### src/rtl/drw_stat_pkg.sv
package drw_stat_pkg;

    // Status word bit positions; software decodes these.
    localparam int unsigned ST_BLT_BIT   = 0;
    localparam int unsigned ST_VEC_BIT   = 1;
    localparam int unsigned ST_FULL_BIT  = 2;
    localparam int unsigned ST_NEMPT_BIT = 3;
    localparam int unsigned ST_BUSY_BIT  = 8;
    localparam int unsigned ST_DONE_BIT  = 9;
    localparam int unsigned ST_IRQ_BIT   = 10;

    // Pixel depth codes.
    localparam logic [1:0] DEPTH_8  = 2'd0;
    localparam logic [1:0] DEPTH_16 = 2'd1;

    typedef enum logic [1:0] {
        SPAN_IDLE  = 2'd0,
        SPAN_RUN   = 2'd1,
        SPAN_DRAIN = 2'd2
    } span_state_e;

    typedef enum logic {
        ACC_IDLE = 1'b0,
        ACC_ACK  = 1'b1
    } acc_state_e;

endpackage

### src/rtl/drw_color_reg.sv
module drw_color_reg #(
    parameter int unsigned DATA_W = 32
) (
    input  logic              clk,
    input  logic              rst_n,
    input  logic              wr_en,
    input  logic [DATA_W-1:0] wr_data,
    input  logic [1:0]        depth,
    output logic [DATA_W-1:0] rd_color
);
    import drw_stat_pkg::*;

    localparam int unsigned LANE_W = 8;
    localparam int unsigned LANES  = DATA_W / LANE_W;

    logic [DATA_W-1:0] color_q;

    always_ff @(posedge clk or negedge rst_n) begin
        if (!rst_n)
            color_q <= '0;
        else if (wr_en)
            color_q <= wr_data;
    end

    // Per-lane readback selection by pixel depth.
    for (genvar i = 0; i < LANES; i++) begin : g_lane
        logic [LANE_W-1:0] lane_v;
        always_comb begin
            if (depth == DEPTH_8)
                lane_v = color_q[LANE_W-1:0];
            else if (depth == DEPTH_16)
                lane_v = color_q[(i % 2)*LANE_W +: LANE_W];
            else
                lane_v = color_q[i*LANE_W +: LANE_W];
        end
        assign rd_color[i*LANE_W +: LANE_W] = lane_v;
    end

    // without a write strobe the stored colour holds.
    p_color_hold_r5: assert property (@(posedge clk) disable iff (!rst_n)
        !wr_en |=> $stable(color_q));

    // a write strobe loads the data.
    p_color_load_r5: assert property (@(posedge clk) disable iff (!rst_n)
        wr_en |=> color_q == $past(wr_data));

endmodule

### src/rtl/drw_busy_track.sv
module drw_busy_track (
    input  logic clk,
    input  logic rst_n,
    input  logic fine_mode,
    input  logic acc_pending,
    input  logic op_start,
    input  logic blt_active,
    input  logic vec_active,
    input  logic fifo_not_empty,
    input  logic wr_pending,
    output logic busy
);
    import drw_stat_pkg::*;

    span_state_e state_q, state_d;
    logic        ops_idle;
    logic        drained;
    logic        fine_busy;

    assign ops_idle = !blt_active && !vec_active;
    assign drained  = !wr_pending && !fifo_not_empty;

    always_ff @(posedge clk or negedge rst_n) begin
        if (!rst_n)
            state_q <= SPAN_IDLE;
        else
            state_q <= state_d;
    end

    always_comb begin
        state_d = state_q;
        unique case (state_q)
            SPAN_IDLE: begin
                if (op_start)
                    state_d = SPAN_RUN;
            end
            SPAN_RUN: begin
                if (op_start)
                    state_d = SPAN_RUN;
                else if (ops_idle && drained)
                    state_d = SPAN_IDLE;
                else if (ops_idle)
                    state_d = SPAN_DRAIN;
            end
            SPAN_DRAIN: begin
                if (op_start)
                    state_d = SPAN_RUN;
                else if (ops_idle && drained)
                    state_d = SPAN_IDLE;
            end
            default: state_d = SPAN_IDLE;
        endcase
    end

    assign fine_busy = acc_pending || fifo_not_empty || blt_active ||
                       vec_active || wr_pending;

    always_comb begin
        if (fine_mode)
            busy = fine_busy;
        else
            busy = (state_q != SPAN_IDLE);
    end

    // a start always leaves the tracker non-idle.
    p_span_rise_r9: assert property (@(posedge clk) disable iff (!rst_n)
        op_start |=> state_q != SPAN_IDLE);

    // while writes or FIFO work remain, the span cannot close.
    p_span_drain_r10: assert property (@(posedge clk) disable iff (!rst_n)
        (state_q != SPAN_IDLE && !drained) |=> state_q != SPAN_IDLE);

    // idle with no start stays idle.
    p_span_quiet_r10: assert property (@(posedge clk) disable iff (!rst_n)
        (state_q == SPAN_IDLE && !op_start) |=> state_q == SPAN_IDLE);

endmodule

### src/rtl/drw_reg_port.sv
module drw_reg_port #(
    parameter int unsigned DATA_W      = 32,
    parameter int unsigned ADDR_W      = 4,
    parameter int unsigned COLOR_ADDR  = 0,
    parameter int unsigned STATUS_ADDR = 1
) (
    input  logic              clk,
    input  logic              rst_n,
    input  logic              req,
    input  logic              we,
    input  logic [ADDR_W-1:0] addr,
    input  logic [DATA_W-1:0] color_rd,
    input  logic [DATA_W-1:0] status_rd,
    output logic              color_wr_en,
    output logic              ack,
    output logic              rd_status,
    output logic [DATA_W-1:0] rdata
);
    import drw_stat_pkg::*;

    localparam logic [ADDR_W-1:0] A_COLOR  = ADDR_W'(COLOR_ADDR);
    localparam logic [ADDR_W-1:0] A_STATUS = ADDR_W'(STATUS_ADDR);

    acc_state_e        state_q, state_d;
    logic [DATA_W-1:0] rdata_q, rdata_d;
    logic              rd_status_q;

    always_comb begin
        unique case (state_q)
            ACC_IDLE: state_d = req ? ACC_ACK : ACC_IDLE;
            ACC_ACK:  state_d = req ? ACC_ACK : ACC_IDLE;
            default:  state_d = ACC_IDLE;
        endcase
    end

    always_comb begin
        rdata_d = '0;
        if (req && !we) begin
            if (addr == A_COLOR)
                rdata_d = color_rd;
            else if (addr == A_STATUS)
                rdata_d = status_rd;
        end
    end

    always_ff @(posedge clk or negedge rst_n) begin
        if (!rst_n) begin
            state_q     <= ACC_IDLE;
            rdata_q     <= '0;
            rd_status_q <= 1'b0;
        end else begin
            state_q     <= state_d;
            rdata_q     <= rdata_d;
            rd_status_q <= req && !we && (addr == A_STATUS);
        end
    end

    assign color_wr_en = req && we && (addr == A_COLOR);
    assign ack         = (state_q == ACC_ACK);
    assign rd_status   = rd_status_q;
    assign rdata       = rdata_q;

    // every request completes in the following cycle.
    p_ack_after_req_r12: assert property (@(posedge clk) disable iff (!rst_n)
        req |=> ack);

    // no completion without a request.
    p_no_stray_ack_r12: assert property (@(posedge clk) disable iff (!rst_n)
        !req |=> !ack);

endmodule

### src/rtl/drw_status_unit.sv
module drw_status_unit #(
    parameter int unsigned DATA_W      = 32,
    parameter int unsigned ADDR_W      = 4,
    parameter int unsigned COLOR_ADDR  = 0,
    parameter int unsigned STATUS_ADDR = 1
) (
    input  logic              clk,
    input  logic              rst_n,
    input  logic              reg_req,
    input  logic              reg_we,
    input  logic [ADDR_W-1:0] reg_addr,
    input  logic [DATA_W-1:0] reg_wdata,
    output logic [DATA_W-1:0] reg_rdata,
    output logic              reg_ack,
    input  logic [1:0]        pix_depth,
    input  logic              cfg_fine_busy,
    input  logic              blt_start,
    input  logic              vec_start,
    input  logic              blt_active,
    input  logic              vec_active,
    input  logic              hfifo_full,
    input  logic              hfifo_not_empty,
    input  logic              mem_wr_pending,
    input  logic              irq_in
);
    import drw_stat_pkg::*;

    logic [DATA_W-1:0] color_rd;
    logic [DATA_W-1:0] status_word;
    logic              color_wr_en;
    logic              busy;
    logic              rd_status;

    drw_color_reg #(.DATA_W(DATA_W)) u_color (
        .clk      (clk),
        .rst_n    (rst_n),
        .wr_en    (color_wr_en),
        .wr_data  (reg_wdata),
        .depth    (pix_depth),
        .rd_color (color_rd)
    );

    drw_busy_track u_busy (
        .clk            (clk),
        .rst_n          (rst_n),
        .fine_mode      (cfg_fine_busy),
        .acc_pending    (reg_ack),
        .op_start       (blt_start || vec_start),
        .blt_active     (blt_active),
        .vec_active     (vec_active),
        .fifo_not_empty (hfifo_not_empty),
        .wr_pending     (mem_wr_pending),
        .busy           (busy)
    );

    always_comb begin
        status_word               = '0;
        status_word[ST_BLT_BIT]   = blt_active;
        status_word[ST_VEC_BIT]   = vec_active;
        status_word[ST_FULL_BIT]  = hfifo_full;
        status_word[ST_NEMPT_BIT] = hfifo_not_empty;
        status_word[ST_BUSY_BIT]  = busy;
        status_word[ST_DONE_BIT]  = !busy;
        status_word[ST_IRQ_BIT]   = irq_in;
    end

    drw_reg_port #(
        .DATA_W      (DATA_W),
        .ADDR_W      (ADDR_W),
        .COLOR_ADDR  (COLOR_ADDR),
        .STATUS_ADDR (STATUS_ADDR)
    ) u_port (
        .clk         (clk),
        .rst_n       (rst_n),
        .req         (reg_req),
        .we          (reg_we),
        .addr        (reg_addr),
        .color_rd    (color_rd),
        .status_rd   (status_word),
        .color_wr_en (color_wr_en),
        .ack         (reg_ack),
        .rd_status   (rd_status),
        .rdata       (reg_rdata)
    );

    // done and busy in a returned status word are complementary.
    p_done_compl_r7: assert property (@(posedge clk) disable iff (!rst_n)
        (reg_ack && rd_status) |-> reg_rdata[ST_DONE_BIT] != reg_rdata[ST_BUSY_BIT]);

    // the interrupt bit reflects the line at request time.
    p_irq_mirror_r11: assert property (@(posedge clk) disable iff (!rst_n)
        (reg_ack && rd_status) |-> reg_rdata[ST_IRQ_BIT] == $past(irq_in));

    // reserved status bits read as zero.
    p_reserved_zero_r6: assert property (@(posedge clk) disable iff (!rst_n)
        (reg_ack && rd_status) |-> (reg_rdata[7:4] == 4'h0 &&
                                    reg_rdata[DATA_W-1:ST_IRQ_BIT+1] == '0));

endmodule

### config.mk
export PLATFORM = sky130hd
export DESIGN_NAME = drw_status_unit
export DESIGN_NICKNAME = d
export VERILOG_FILES = /design/src/rtl/drw_stat_pkg.sv /design/src/rtl/drw_color_reg.sv /design/src/rtl/drw_busy_track.sv /design/src/rtl/drw_reg_port.sv /design/src/rtl/drw_status_unit.sv
export SDC_FILE = /design/constraint.sdc
export NUM_CORES = 1
export LEC_CHECK = 0
export CAP_MARGIN = 20
export CELL_PAD_IN_SITES_DETAIL_PLACEMENT = 0
export CELL_PAD_IN_SITES_GLOBAL_PLACEMENT = 1
export CORE_MARGIN = 2
export CORE_UTILIZATION = 35
export CTS_BUF_LIST = sky130_fd_sc_hd__clkbuf_4
export DETAILED_ROUTE_END_ITERATION = 10
export DONT_BUFFER_PORTS = 1
export PLACE_DENSITY_LB_ADDON = 0.2
export SETUP_SLACK_MARGIN = 0.2
export SYNTH_ARGS = -nofsm -noshare
export SYNTH_HDL_FRONTEND = slang
export SYNTH_SLANG_ARGS = --single-unit
export TNS_END_PERCENT = 10
### constraint.sdc
create_clock -name clk -period 1.9 [get_ports clk]
set_input_delay 0.38 -clock clk [delete_from_list [all_inputs] [get_ports clk]]
set_output_delay 0.38 -clock clk [all_outputs]
set_load 0.005 [all_outputs]
==> flow_summary_export.csv <==
group,metric,value,unit
drt,wl_per_cell,18.5,microns
cells_and_area,drive_above_1_share,0.279,
global_route,grt_pass1_wl,9290,microns
synthesis,synth_xor_area_frac,0,
worst_setup_path,required,1.52,ns
die,die_width,92.2,microns
outcome,outcome,"finished with violations",
synthesis,synth_simple_gate_area_frac,0.0827,
synthesis,yosys_warnings,0,
timing,final-hold-violation-count,67,
drt,avgViaCountPerCell,5.14,
timing,setup_tns,0,ns
die,rows,32,
place,post-dp-hpwl,3980,microns
cells_and_area,design_area,2940,sq um
clocking,cts_repair_resize_count,0,
global_route,grt.overflow.total,0,
power,total_power,2.67,mW
clocking,cts_root_buf,"clkbuf_4",
global_route,grt_use_total,0.146,
timing,fin_crit_sh,0.623,
place,placedCellCount,294,
synthesis,synthAdderAreaFrac,0,
worst_setup_path,worst-path-stages,0,
die,die_y,92.2,microns
drt,met3_wirelength,414,microns
cells_and_area,diodes,0,
synthesis,synth.mux.area_fraction,0.235,
synthesis,syn_nets,249,
clocking,cts.path.max_buffers,2,
clocking,cts_post_setup_buffers_inserted,0,
timing,finalMaxSlewViolations,0,
drt,drc,0,
synthesis,synth_top_area_share,0.616,
die,num_io_pins,84,
global_route,grt_max_degree,68,
drt,antenna_left,0,
clocking,clock-sinks,67,
worst_setup_path,r2r-start,"u_color.color_q[0]",
clocking,cts_made_buffers,9,
timing,setup_viol,0,
clocking,htreeDepth,3,
cells_and_area,fill_cells,753,
die,start_util,0.356,
drt,initialDrtViolationCount,31,
timing,grt_setup_unrepaired,"no",
timing,skew,0.00991,ns
worst_setup_path,reg2reg_slack,0.82,ns
drt,vias,1594,
place,dp_slack,0.396,ns
drt,wl_met2,2820,microns
cells_and_area,nNetsFinal,255,
global_route,antenna_found_initial,0,
worst_hold_path,min-delay-path-class,"in2async",
worst_setup_path,r2r_end,"u_port.rdata[24]",
drt,firstDrtPassIters,4,
worst_setup_path,arrival,0.80,ns
job,drv_cap,0,
worst_setup_path,r2r_cells,3,
drt,topRoutingLayerUsed,"met4",
worst_setup_path,path_max_fanout,2,
timing,hold-worst-slack,-0.336,ns
die,die-area,8500,sq um
cells_and_area,final_cells,310,
outcome,violations,"hold timing",
clocking,clk_latency,0.40,ns
synthesis,syn_area,2720,sq um
drt,wl_met1,2390,microns
synthesis,synthCells,198,
power,ir_worst_vdd,0.257,mV
cells_and_area,area_delta_synth_final,7.95,%
timing,max_freq,845,MHz
timing,slew_headroom,0.678,
power,p_leak,1.38,nW
die,core,7650,sq um
clocking,ctsHoldBuffers,1,
timing,finalWorstPathRequiredPeriod,1.18,ns
place,placement.io_buffers,0,
global_route,grt_pass1_vias,1752,
drt,routed_wirelength,5730,microns
clocking,cts_tree,"built",
synthesis,synth_top_family_by_area,"multiplexers",
place,place_area,2830,sq um
synthesis,synth.avg_cell_area,13.8,sq um
timing,tightestPinTransition,0.483,ns
worst_setup_path,critPathKind,"reg2out",
timing,setup_ws,0.716,ns
worst_setup_path,cp-end-kind,"output pin",
synthesis,ys_seq_area_frac,0.616,
place,gp_congestion,0.743,
synthesis,yosys.area.top_type,"dfrtp_1",
synthesis,ys_types,28,
synthesis,synth_compound_area_frac,0.0487,
worst_setup_path,startpoint_type,"flip-flop",
cells_and_area,fin_util,0.384,
synthesis,synth_area_leaders,"dfrtp_1 62%, mux2_2 15%, mux2i_1 7.0%",
clocking,path_clk_slew,0.10,ns
power,power.density,909,nW/um^2
synthesis,ys_seq_elements,67,
## state kept, by name, summed over array words and instances, names as in the netlist
signal           count
u_busy.state_q       2
u_color.color_q     32
u_port.ack           1
u_port.rdata        32
## layout by cell type, fill, tap and decap left out
cell type      synthesis  final
nor4b_2                1      1
a22o_1                 4      4
a31oi_1                1      1
mux2_2                37     37
clkinv_2               0      2
nor3_2                 1      1
nand3b_1               1      1
nor4b_1                1      1
mux2_1                 3      3
nor3_1                 1      1
o21ai_0                6      6
clkinv_1               0      3
nor2_2                 2      2
a22oi_1                1      1
dlygate4sd3_1          0      1
mux2i_1               19     19
o2bb2ai_1              2      2
nor4_1                 2      2
inv_1                  2      2
o22ai_1                1      1
buf_4                  0      3
and3_1                 4      4
nand4_1                1      1
nor3b_4                1      1
clkbuf_4               0     10
nor2_1                18     18
nand2_1                6      6
or4b_4                 1      1
dfrtp_1               67     67
a21oi_1                6      6
## per-layer routing
| layer | up-vias | global-route usage |
|---|---|---|
| met4 | 0 | 0.0709 |
| met2 | 57 | 0.239 |
| met1 | 809 | 0.171 |
| met3 | 10 | 0.0518 |
| li1 | 718 | - |
| met5 | - | 0 |
## layout make-up
type	count	area (sq um)	share of cell area
inverters	2	7.51	0.00255
repair buffers	4	32.5	0.0111
flip-flops and latches	67	1680	0.570
clock inverters	5	21.3	0.00724
clock buffers	10	75.1	0.0255
well taps	102	128	0.0434
multi-input cells	120	998	0.340
## kinds of logic after synthesis
kind of cell | Yosys count
AOI/OAI and AO/OA | 21
buffers and inverters | 11
DFF | 67
muxes | 59
and+or+nand+nor | 40
## cells in the mapped netlist (all sizes together)
master   instances
a21oi            6
a22o             4
a22oi            1
a31oi            1
and3             4
buf              6
clkbuf           3
dfrtp           67
inv              2
mux2            40
mux2i           19
nand2            6
nand3b           1
nand4            1
nor2            20
nor3             2
nor3b            1
nor4             2
nor4b            2
o21ai            6
o22ai            1
o2bb2ai          2
or4b             1
## power by group
group          leakage, nW  total [mW]  internal [mW]  switching, mW
registers            0.891        1.68           1.56          0.115
logic                0.432       0.272          0.181         0.0904
clock network       0.0585       0.720          0.260          0.460
## worst reg2reg max path: cells and delay by family, from the launching register on
family	cells	cell delay (ns)
flops	1	0.46
mux	2	0.44
simple gates	1	0.06
## worst max path at each step
stage	from	end	slack [ns]
detailed placement	reg_addr[3]	u_port.rdata[3]	0.40
global placement	reg_addr[3]	u_port.rdata[2]	0.44
global route	u_port.ack	reg_ack	0.66
CTS	u_port.ack	reg_ack	0.67
finish	u_port.ack	reg_ack	0.72
floorplan	pix_depth[0]	u_port.rdata[26]	0.49
Note: power is estimated with default switching activity, not from simulation.
